==> config.mk <==
export PLATFORM = sky130hd
export DESIGN_NAME = cfg_guard
export DESIGN_NICKNAME = d
export VERILOG_FILES = /design/src/rtl/cfg_guard_pkg.sv /design/src/rtl/cfg_guard_dp.sv /design/src/rtl/cfg_guard_ctrl.sv /design/src/rtl/cfg_guard.sv
export SDC_FILE = /design/constraint.sdc
export NUM_CORES = 1
export LEC_CHECK = 0
export BUFFER_PORTS_ARGS = -buffer_cell sky130_fd_sc_hd__buf_2
export CAP_MARGIN = 20
export CORE_ASPECT_RATIO = 1.1
export CORE_MARGIN = 2
export CORE_UTILIZATION = 49
export CTS_CLUSTER_DIAMETER = 120
export DETAILED_ROUTE_END_ITERATION = 6
export PLACE_DENSITY_LB_ADDON = 0.15
export SYNTH_ARGS = -nofsm -noshare
export SYNTH_HDL_FRONTEND = slang
export SYNTH_SLANG_ARGS = --single-unit
export TNS_END_PERCENT = 50
==> constraint.sdc <==
create_clock -name clk -period 2.1 [get_ports clk]
set_clock_uncertainty 0.05 [all_clocks]
set_input_delay 0.105 -clock clk [delete_from_list [all_inputs] [get_ports clk]]
set_output_delay 0.105 -clock clk [all_outputs]
set_load 0.005 [all_outputs]
==> src/rtl/cfg_guard_pkg.sv <==
package cfg_guard_pkg;
  typedef enum logic [1:0] {
    MODE_MASTER = 2'b00,
    MODE_SLAVE  = 2'b01,
    MODE_TESTA  = 2'b10,
    MODE_TESTB  = 2'b11
  } cfgMode_e;

  typedef enum logic {ST_IDLE, ST_LOAD} ctlState_e;

  // strobes from control to datapath
  typedef struct packed {
    logic startAcc;
    logic byteAcc;
    logic commit;
  } dpStrobe_t;

  localparam int CASC_OFF_BIT  = 2;
  localparam int CHECK_OFF_BIT = 3;
  localparam int LOCK_BIT      = 4;
endpackage

==> src/rtl/cfg_guard_dp.sv <==
module cfg_guard_dp
  import cfg_guard_pkg::*;
#(
  parameter int NUM_BYTES = 8,
  parameter int BYTE_W    = 8,
  parameter int CTRL_IDX  = 0
) (
  input  logic              clk,
  input  logic              rstN,
  input  dpStrobe_t         strobe,
  input  logic [BYTE_W-1:0] byteData,
  output logic              lastByte,
  output logic [BYTE_W-1:0] ctrlWord
);
  localparam int CNT_W = (NUM_BYTES > 1) ? $clog2(NUM_BYTES) : 1;
  localparam logic [CNT_W-1:0] LAST_CNT = CNT_W'(NUM_BYTES - 1);
  localparam logic [CNT_W-1:0] CTRL_CNT = CNT_W'(CTRL_IDX);

  logic [CNT_W-1:0]  byteCnt;
  logic [BYTE_W-1:0] shadowByte;
  logic [BYTE_W-1:0] nextShadow;

  assign lastByte = (byteCnt == LAST_CNT);

  // the control byte may itself be the last one, so build the commit value here
  always_comb begin
    nextShadow = shadowByte;
    if (strobe.byteAcc && byteCnt == CTRL_CNT) nextShadow = byteData;
  end

  always_ff @(posedge clk or negedge rstN) begin
    if (!rstN) begin
      byteCnt    <= '0;
      shadowByte <= '0;
    end else begin
      if (strobe.startAcc)     byteCnt <= '0;
      else if (strobe.byteAcc) byteCnt <= lastByte ? '0 : byteCnt + 1'b1;
      shadowByte <= nextShadow;
    end
  end

  // committed register: frozen once the lock bit is in it
  always_ff @(posedge clk or negedge rstN) begin
    if (!rstN) ctrlWord <= '0;
    else if (strobe.commit && !ctrlWord[LOCK_BIT]) ctrlWord <= nextShadow;
  end

  AST_CNT_RANGE: assert property (@(posedge clk) disable iff (!rstN)
    byteCnt <= LAST_CNT);
  AST_LOCK_STICKY: assert property (@(posedge clk) disable iff (!rstN)
    ctrlWord[LOCK_BIT] |=> ctrlWord[LOCK_BIT]);
  AST_LOCK_FREEZE: assert property (@(posedge clk) disable iff (!rstN)
    $past(ctrlWord[LOCK_BIT]) |-> $stable(ctrlWord));
endmodule

==> src/rtl/cfg_guard_ctrl.sv <==
module cfg_guard_ctrl
  import cfg_guard_pkg::*;
(
  input  logic      clk,
  input  logic      rstN,
  input  logic [1:0] modeSel,
  input  logic      startReq,
  input  logic      checkMode,
  input  logic      byteValid,
  input  logic      lastByte,
  input  logic      lockFlag,
  input  logic      cascOff,
  input  logic      checkOff,
  output dpStrobe_t strobe,
  output logic      busy,
  output logic      initAssert,
  output logic      modeErr,
  output logic      masterMode,
  output logic      csoutOwn,
  output logic      checkOwn
);
  ctlState_e state;
  logic      isCheck;
  logic      idleReq;
  logic      reservedReq;
  cfgMode_e  reqMode;

  assign reqMode     = cfgMode_e'(modeSel);
  assign idleReq     = (state == ST_IDLE) && startReq;
  assign reservedReq = (reqMode == MODE_TESTA) || (reqMode == MODE_TESTB);
  assign busy        = (state == ST_LOAD);
  assign csoutOwn    = busy && !cascOff;
  assign checkOwn    = busy && !checkOff;

  always_comb begin
    strobe          = '0;
    strobe.startAcc = idleReq && !reservedReq && !lockFlag;
    strobe.byteAcc  = busy && byteValid;
    strobe.commit   = busy && byteValid && lastByte && !isCheck;
  end

  always_ff @(posedge clk or negedge rstN) begin
    if (!rstN) begin
      state      <= ST_IDLE;
      isCheck    <= 1'b0;
      initAssert <= 1'b0;
      modeErr    <= 1'b0;
      masterMode <= 1'b0;
    end else begin
      case (state)
        ST_IDLE: begin
          if (startReq) begin
            if (reservedReq) begin
              modeErr <= 1'b1;
            end else if (lockFlag) begin
              initAssert <= 1'b1;
            end else begin
              state      <= ST_LOAD;
              modeErr    <= 1'b0;
              isCheck    <= checkMode;
              masterMode <= (reqMode == MODE_MASTER);
            end
          end
        end
        ST_LOAD: begin
          if (byteValid && lastByte) begin
            state      <= ST_IDLE;
            masterMode <= 1'b0;
          end
        end
        default: state <= ST_IDLE;
      endcase
    end
  end

  AST_RESERVED_REJECT: assert property (@(posedge clk) disable iff (!rstN)
    (idleReq && reservedReq) |=> (modeErr && !busy));
  AST_LOCK_REFUSE: assert property (@(posedge clk) disable iff (!rstN)
    (idleReq && !reservedReq && lockFlag) |=> (initAssert && !busy));
  AST_NO_INIT_WHILE_BUSY: assert property (@(posedge clk) disable iff (!rstN)
    busy |-> !initAssert);
  AST_OWN_ONLY_BUSY: assert property (@(posedge clk) disable iff (!rstN)
    (csoutOwn || checkOwn || masterMode) |-> busy);
  AST_BUSY_IGNORES_START: assert property (@(posedge clk) disable iff (!rstN)
    (busy && startReq && !byteValid) |=> busy);
endmodule

==> src/rtl/cfg_guard.sv <==
module cfg_guard
  import cfg_guard_pkg::*;
#(
  parameter int NUM_BYTES = 8,
  parameter int BYTE_W    = 8,
  parameter int CTRL_IDX  = 0
) (
  input  logic              clk,
  input  logic              porN,
  input  logic              manRstN,
  input  logic [1:0]        modeSel,
  input  logic              startReq,
  input  logic              checkMode,
  input  logic              byteValid,
  input  logic [BYTE_W-1:0] byteData,
  output logic              busy,
  output logic              conHold,
  output logic              initAssert,
  output logic              csoutOwn,
  output logic              checkOwn,
  output logic              masterMode,
  output logic              modeErr,
  output logic              locked,
  output logic [BYTE_W-1:0] ctrlWord
);
  logic      rstN;
  logic      lastByte;
  dpStrobe_t strobe;

  assign rstN    = porN && manRstN;
  assign conHold = busy;
  assign locked  = ctrlWord[LOCK_BIT];

  cfg_guard_ctrl u_ctrl (
    .clk        (clk),
    .rstN       (rstN),
    .modeSel    (modeSel),
    .startReq   (startReq),
    .checkMode  (checkMode),
    .byteValid  (byteValid),
    .lastByte   (lastByte),
    .lockFlag   (ctrlWord[LOCK_BIT]),
    .cascOff    (ctrlWord[CASC_OFF_BIT]),
    .checkOff   (ctrlWord[CHECK_OFF_BIT]),
    .strobe     (strobe),
    .busy       (busy),
    .initAssert (initAssert),
    .modeErr    (modeErr),
    .masterMode (masterMode),
    .csoutOwn   (csoutOwn),
    .checkOwn   (checkOwn)
  );

  cfg_guard_dp #(
    .NUM_BYTES (NUM_BYTES),
    .BYTE_W    (BYTE_W),
    .CTRL_IDX  (CTRL_IDX)
  ) u_dp (
    .clk      (clk),
    .rstN     (rstN),
    .strobe   (strobe),
    .byteData (byteData),
    .lastByte (lastByte),
    .ctrlWord (ctrlWord)
  );
endmodule

==> results by stage, run 1 <==
Clock tree:
- The clock tree root driver cell is sky130_fd_sc_hd__clkbuf_4.
- The buffers inserted during post-CTS setup optimization is 0.
- After clock tree synthesis, the repair step resized 0 gates.
- The hold-fix buffer count after cts is 12.
- TritonCTS built the clock tree.
- The maximum count of clock buffers along a single path is 2.
- Clock tree synthesis inserted a total of 3 buffers.
- The clock latency at the later pin of the worst-skew pair is 300 ps.
- After clock tree synthesis, the clock-pin slew on the worst setup and hold paths is 120 ps.
- The count of clock tree sinks is 24.
- In this run the number of H-tree levels came out at 1.

Timing:
- The worst slew margin relative to its limit is 0.745.
- The worst-margin pin slew is roughly 380 ps.
- The share of the cycle needed by the critical path after routing is 0.880.
- The total count of max-transition violations in the final report was 0.
- The count of endpoints failing hold in the final timing report is 0.
- Static timing analysis puts the maximum clock frequency at 541 MHz.
- Setup violations remaining at the end of the flow were counted as 0.
- Setup repair after global routing left no endpoint under its margin.
- The final critical path time including I/O delays and setup is 1850 ps.
- The total negative setup slack is 0 ps.
- The minimum setup slack in the final design is around 250 ps.

Cells and area:
- In the final layout, the share of cells above drive strength 1 is 0.451.
- At the end of the flow, the number of nets in the layout was 142.
- The layout overhead on the synthesized area is 30.1%.
- The antenna diode instance count is 0.
- Once layout is complete, the utilization of the core stands at 0.683.

Critical path:
- The start of the worst register-to-register path is u_dp.byteCnt[0].
- The worst setup path startpoint is u_dp.byteCnt[0].
- The last element of the critical path is u_dp.ctrlWord[0].
- The cell count of the worst reg-to-reg path is 5.
- The worst register-to-register path ends at u_dp.ctrlWord[0].
- The worst setup path is launched from a register.
- The top fanout value on the critical path is 7.
- STA classifies the critical path endpoint as a register.
- In this run the register-to-register setup slack is about 250 ps.
- STA puts the critical path data arrival time at 1990 ps.
- The required time of the critical path is about 2300 ps.
- The worst setup path is of the reg -> reg kind.

Synth:
- The area of the mapped netlist is 1060 sq um.
- Of the total synthesized cell area, the portion taken by full adders, half adders and majority gates is 0.0354.
- The dominant combinational cell family by area after synthesis is multiplexers.
- The post-synthesis sequential area ratio is 0.566.
- The synthesized-area fraction occupied by and/or/nand/nor cells is 0.126.
- The compound-cell area share of the yosys netlist was 0.0401.
- Measured against the total synthesized area, the mux share comes to 0.189.
- The post-synth net total is 98.
- The post-synthesis cell type count is 19.
- The xor and xnor area share after synthesis is 0.
- Synthesis handed over a netlist of 79 instances.
- The number of warnings reported in the yosys synthesis log is 0.
- In this run the mean area of a mapped cell was 13.4 sq um.
- The synthesized flop and latch total is 24.

Global routing:
- The pin count of the biggest net entering global routing is 25.
- The number of global-route vias before repair came to 675.
- Across every metal layer, demand over resource in global routing totals 0.158.
- The first global-routing pass estimated 3050 microns of wire.
- The number of antenna violations at the first check in global routing is 0.
- For this run, global-route usage on met3 was measured as 0.0171.
- The total overflow left after global routing is 0.
- For this run, global-route usage on met2 was measured as 0.257.
- In the global route stage, met1 resource usage came out at 0.212.
- After global routing, the most crowded layer is met2.

Route:
- The remaining antenna violation count after routing is 0.
- The first TritonRoute pass finished after 6 iterations.
- In the routed design, unresolved DRC markers number 0.
- The detailed-route wire length is 1750 microns.
- Dividing the detail-routed wire length by the instance count gives 11.6 microns.
- The number of DRC markers after the initial detailed-route iteration is 8.
- The mean number of vias per cell is 4.78.
- The vias after detailed routing is around 720.

Power:
- For this design the static power due to leakage is 0.716 nW.
- The analysis attributes to net switching a power of 0.507 mW.
- The share of total power dissipated in combinational logic is 0.358.
- The share of total power dissipated in sequential elements is 0.499.
- VDD sags by at most 0.000844 V.
- The switching portion of total power is 0.312.
- Internal power comes to 1.12 mW.
- In this run the power density over the cells is 1180 nW/um^2.
- The total power draw is between 1.5 and 2 mW.
- The share of total power in the clock network is 0.143.

Run status:
- The run finished with clean final reports.

Die:
- The core region area is 2020 sq um.
- In this run the vertical extent of the chip is 52.8 microns.
- The width of the chip is 48.4 microns.
- The die covers 2550 sq um.
- The initial utilization of the core area, before any placement, comes to 0.525.
- For this design the top-level I/O count stands at 32.
- The floorplan has 17 rows.

Job:
- The max-cap violation count is 0.

Place:
- OpenSTA, run right after detailed placement, puts the worst setup slack at 281 ps.
- During placement, the flow inserted port buffers numbering 31.
- At the end of routability-driven placement, the weighted congestion stood at 0.798.
- The post-DP HPWL is 1250 microns.

Hold path:
- The worst hold path was traced through 3 stages.
- The class of the tightest hold or removal check is in -> reg.
## how the worst min path moves through the flow
stage	from	end	slack, ps
after floorplan	modeSel[0]	u_ctrl.masterMode	150
after global placement	manRstN	u_ctrl.initAssert	150
after detailed placement	manRstN	u_ctrl.initAssert	150
after CTS	modeSel[1]	u_ctrl.modeErr	20
after global routing	modeSel[1]	u_ctrl.modeErr	10
final	modeSel[1]	u_ctrl.modeErr	30
## cells by family (layout without fill, tap and decap cells)
family | Yosys count | after routing
AOI/OAI and AO/OA | 7 | 7
adders and majority gates | 3 | 3
buffers and inverters | 8 | 51
DFF | 24 | 24
muxes | 18 | 18
and+or+nand+nor | 19 | 19
## cells in the mapped netlist (all sizes together)
cell    number  share of area
mux2i        2          0.019
nor2         4          0.014
mux2        16           0.17
and2         1         0.0059
o21ai        2         0.0094
dfrtp       24           0.57
nand2        5          0.018
a21o         3          0.021
inv          3          0.011
nor2b        2          0.012
nor3         2          0.031
nand4b       2          0.031
nand2b       1         0.0059
a21oi        2         0.0094
buf          5          0.033
ha           3          0.035
nand3        2         0.0094
## area by class of cell
cell class,count,area (sq um)
fill,173,641
sequential,24,601
multi-input combinational,47,414
timing repair buffer,44,283
clock buffer,4,36.3
tap,28,35.0
inverter,3,11.3
## power by group through the flow
stage	Sequential, mW	Combinational, mW	Clock [mW]
2_1_floorplan	0.793	0.421	0
3_3_place_gp	0.816	0.560	0
3_5_place_dp	0.824	0.572	0
4_1_cts	0.813	0.589	0.244
5_1_grt	0.846	0.652	0.264
6_report	0.812	0.582	0.233
## critical path, stage by stage (launching register included)
cell,delay [ps]
sky130_fd_sc_hd__dfrtp_1,420
sky130_fd_sc_hd__ha_1,170
sky130_fd_sc_hd__ha_1,200
sky130_fd_sc_hd__nand3_1,160
sky130_fd_sc_hd__nor3_4,350
sky130_fd_sc_hd__mux2_2,380
## placed cells by master, fill, tap and decap left out, drive strengths merged
master / count
nand3: 2
nor2: 4
mux2: 16
a21o: 3
inv: 3
mux2i: 2
nor3: 2
ha: 3
nand2b: 1
nor2b: 2
buf: 32
o21ai: 2
dfrtp: 24
a21oi: 2
and2: 1
clkbuf: 4
dlygate4sd3: 12
nand2: 5
nand4b: 2
## sequential cells by signal, summed over array words and instances, names as in the netlist
signal             cells
u_ctrl.isCheck         1
u_dp.shadowByte        8
u_dp.ctrlWord          8
u_ctrl.busy            1
u_ctrl.modeErr         1
u_dp.byteCnt           3
u_ctrl.initAssert      1
u_ctrl.masterMode      1
## layer usage
metal  up-vias  part of all wire
met2        19              0.50
met4         0            0.0046
met3         2             0.038
met1       341              0.46
li1        355                 -
met5         -                 0
## metrics by stage
| step | cell area [sq um] | instances | hold slack, ps |
|---|---|---|---|
| after floorplan | 1060 | 79 | 148 |
| after global placement | 1220 | 134 | 152 |
| after detailed placement | 1220 | 134 | 149 |
| after CTS | 1380 | 150 | 24.9 |
| after global routing | 1380 | 150 | 13.8 |
| final | 1380 | 150 | 31.3 |
Note: power is estimated with default switching activity, not from simulation.
==> run 2: changes to the inputs <==
RECOVER_POWER = 25   (was default)
SKIP_CTS_REPAIR_TIMING = 1   (was default)
==> run 2 against run 1 <==
Effect of this change: count of clock-buffer cells in the layout did not move; global-route usage fell by 0.83 points; clock power barely moved; first-iteration DRC count did not move; sequential share of layout area rose by 0.20 points; hold slack barely moved; register-to-register slack barely moved; power fell by 0.39%; cell area fell by 0.45%.
==> results by stage, run 2 (same netlist as run 1, synthesis figures left out) <==
Critical path:
- The top fanout value on the critical path is 7.
- STA classifies the critical path endpoint as a register.
- The startpoint type of the worst setup path is a register.
- For the worst setup path, the data arrival time is 1990 ps.
- The start of the worst register-to-register path is u_dp.byteCnt[0].
- The category of the most critical setup path is reg -> reg.
- The required time of the critical path is roughly 2300 ps.
- The worst setup path startpoint is u_dp.byteCnt[0].

Route:
- The number of DRC markers after the initial detailed-route iteration is 8.
- In this run the remaining antenna-violating nets after routing total 0.
- The mean number of vias per cell is 4.79.
- After detailed routing, the number of remaining DRC violations is 0.
- The vias after detailed routing is 718.
- The detailed-route wire length is 1750 microns.
- Dividing the detail-routed wire length by the instance count gives ~12 microns.
- The number of iterations in the first detailed-routing pass is 6.

Run status:
- The run finished with clean final reports.

Cells and area:
- In the final layout, the registers with the most flip-flops are u_dp.ctrlWord x8, u_dp.shadowByte x8, u_dp.byteCnt x3.
- Of the cells placed in the final design, the portion with a size suffix greater than 1 is 0.426.
- The antenna diode instance count is 0.
- The most common cell after layout, fill and taps aside is sky130_fd_sc_hd__buf_2.
- At the end of the flow, the number of nets in the layout was around 140.
- Summing all non-filler instances in the final layout gives an area of 1370 sq um.
- The layout overhead on the synthesized area is 29.5%.
- Counting the fill cells in the layout gives 176.
- The top cell types in the final layout, fill and taps aside, are 28 x sky130_fd_sc_hd__buf_2, 24 x sky130_fd_sc_hd__dfrtp_1, 16 x sky130_fd_sc_hd__mux2_2.

Die:
- The core region area is 2020 sq um.
- In this run the horizontal extent of the chip is 48.4 microns.
- The area enclosed by the die boundary is 2550 sq um.
- The initial utilization of the core area, before any placement, comes to 0.525.
- The floorplan step set the die height to 52.8 microns.
- After floorplanning, the core was divided into 17 placement rows.
- 32 I/O pins were placed.

Global routing:
- The wire length of the first global-routing pass is 2900 microns.
- The final global-route overflow total is 0.
- The overall global routing resource usage is 0.149.
- The pin count of the biggest net entering global routing is 25.
- The number of global-route vias before repair is 645.
- The number of antenna violations at the first check in global routing was 0.

Clock tree:
- Clock-pin slew was measured on the worst setup and hold paths at roughly 130 ps.
- No sink is reached through more buffers than the 2 on the longest clock path.
- TritonCTS built the clock tree.
- The clock latency at the later pin of the worst-skew pair is around 300 ps.
- In this run the clock root is driven by a sky130_fd_sc_hd__clkbuf_4.
- The count of clock tree sinks is 24.
- The number of clock buffers added by TritonCTS is 3.
- The number of H-tree levels is 1.

Hold path:
- The critical hold path startpoint is modeSel[1].
- The class of the tightest hold or removal check is in -> reg.

Timing:
- The worst hold slack is 31.2 ps.
- The count of endpoints failing hold in the final timing report is 0.
- The total setup violations reported at the end of the flow is 0.
- The final critical path time including I/O delays and setup is 1840 ps.
- The peak clock frequency supported by timing is approximately 540 MHz.
- The worst path meets setup with roughly 260 ps of slack.
- For the pin with the worst max-slew slack, the measured transition is 579 ps.
- The worst slew margin relative to its limit is 0.614.
- The total negative setup slack is 0 ps.
- Dividing the final minimum period by the clock period gives 0.878.
- Setup repair after global routing left no endpoint under its margin.
- The total count of max-transition violations in the final report is 0.

Power:
- The worst supply voltage drop on vdd is 0.000844 V.
- In this run the power density over the cells is 1180 nW/um^2.
- For this design the static power due to leakage is 0.702 nW.

Place:
- Summed over all nets, the half-perimeter wirelength after detailed placement is roughly 1200 microns.
- The placed instances occupy a cell area of 1220 sq um.
- Routability-driven placement finished with a final weighted congestion of 0.798.
- Before CTS, the worst setup slack after placement is 281 ps.
- The port buffer count is 31.

Job:
- Across the run, the number of max-cap violations was 0.
[run 2: worst paths after layout]
check | depth (start not counted) | to | slack (ps)
worst min-delay path | 3 | u_ctrl.modeErr | 30
max in group asynchronous | 5 | u_dp.ctrlWord[0] | 640
worst max register to register | 5 | u_dp.ctrlWord[0] | 260
worst max-delay path | 5 | u_dp.ctrlWord[0] | 260
min in group asynchronous | 4 | u_ctrl.initAssert | 450
worst min register to register | 1 | u_ctrl.initAssert | 420
[run 2: metrics by stage]
stage | cells | utilization | power [mW]
floorplan | 79 | - | 1.21
global placement | 134 | 0.606 | 1.38
detailed placement | 134 | 0.606 | 1.40
CTS | 138 | 0.624 | 1.63
global route | 150 | 0.680 | 1.76
finish | 150 | 0.680 | 1.62
[run 2: worst max-delay path: stages (launching register included)]
cell and delay, ps:
sky130_fd_sc_hd__dfrtp_1 420, sky130_fd_sc_hd__ha_1 170, sky130_fd_sc_hd__ha_1 200, sky130_fd_sc_hd__nand3_1 160, sky130_fd_sc_hd__nor3_4 350, sky130_fd_sc_hd__mux2_2 380
[run 2: area by class of cell]
type	count	area [sq um]	share of cell area
multi-input combinational	47	414	0.301
timing repair buffer	44	277	0.201
clock buffer	4	36.3	0.0264
tap	28	35.0	0.0255
inverter	3	11.3	0.00820
sequential	24	601	0.437
[run 2: layer usage]
metal	vias up	GRT usage	wire, microns
met5	-	0	0
met2	20	0.236	863
met1	343	0.205	803
met4	0	0.0810	8
li1	353	-	-
met3	2	0.0171	69
[run 2: where the power goes]
| part | internal, mW | switching (mW) |
|---|---|---|
| Sequential | 0.671 | 0.142 |
| Clock | 0.106 | 0.127 |
| Combinational | 0.336 | 0.239 |
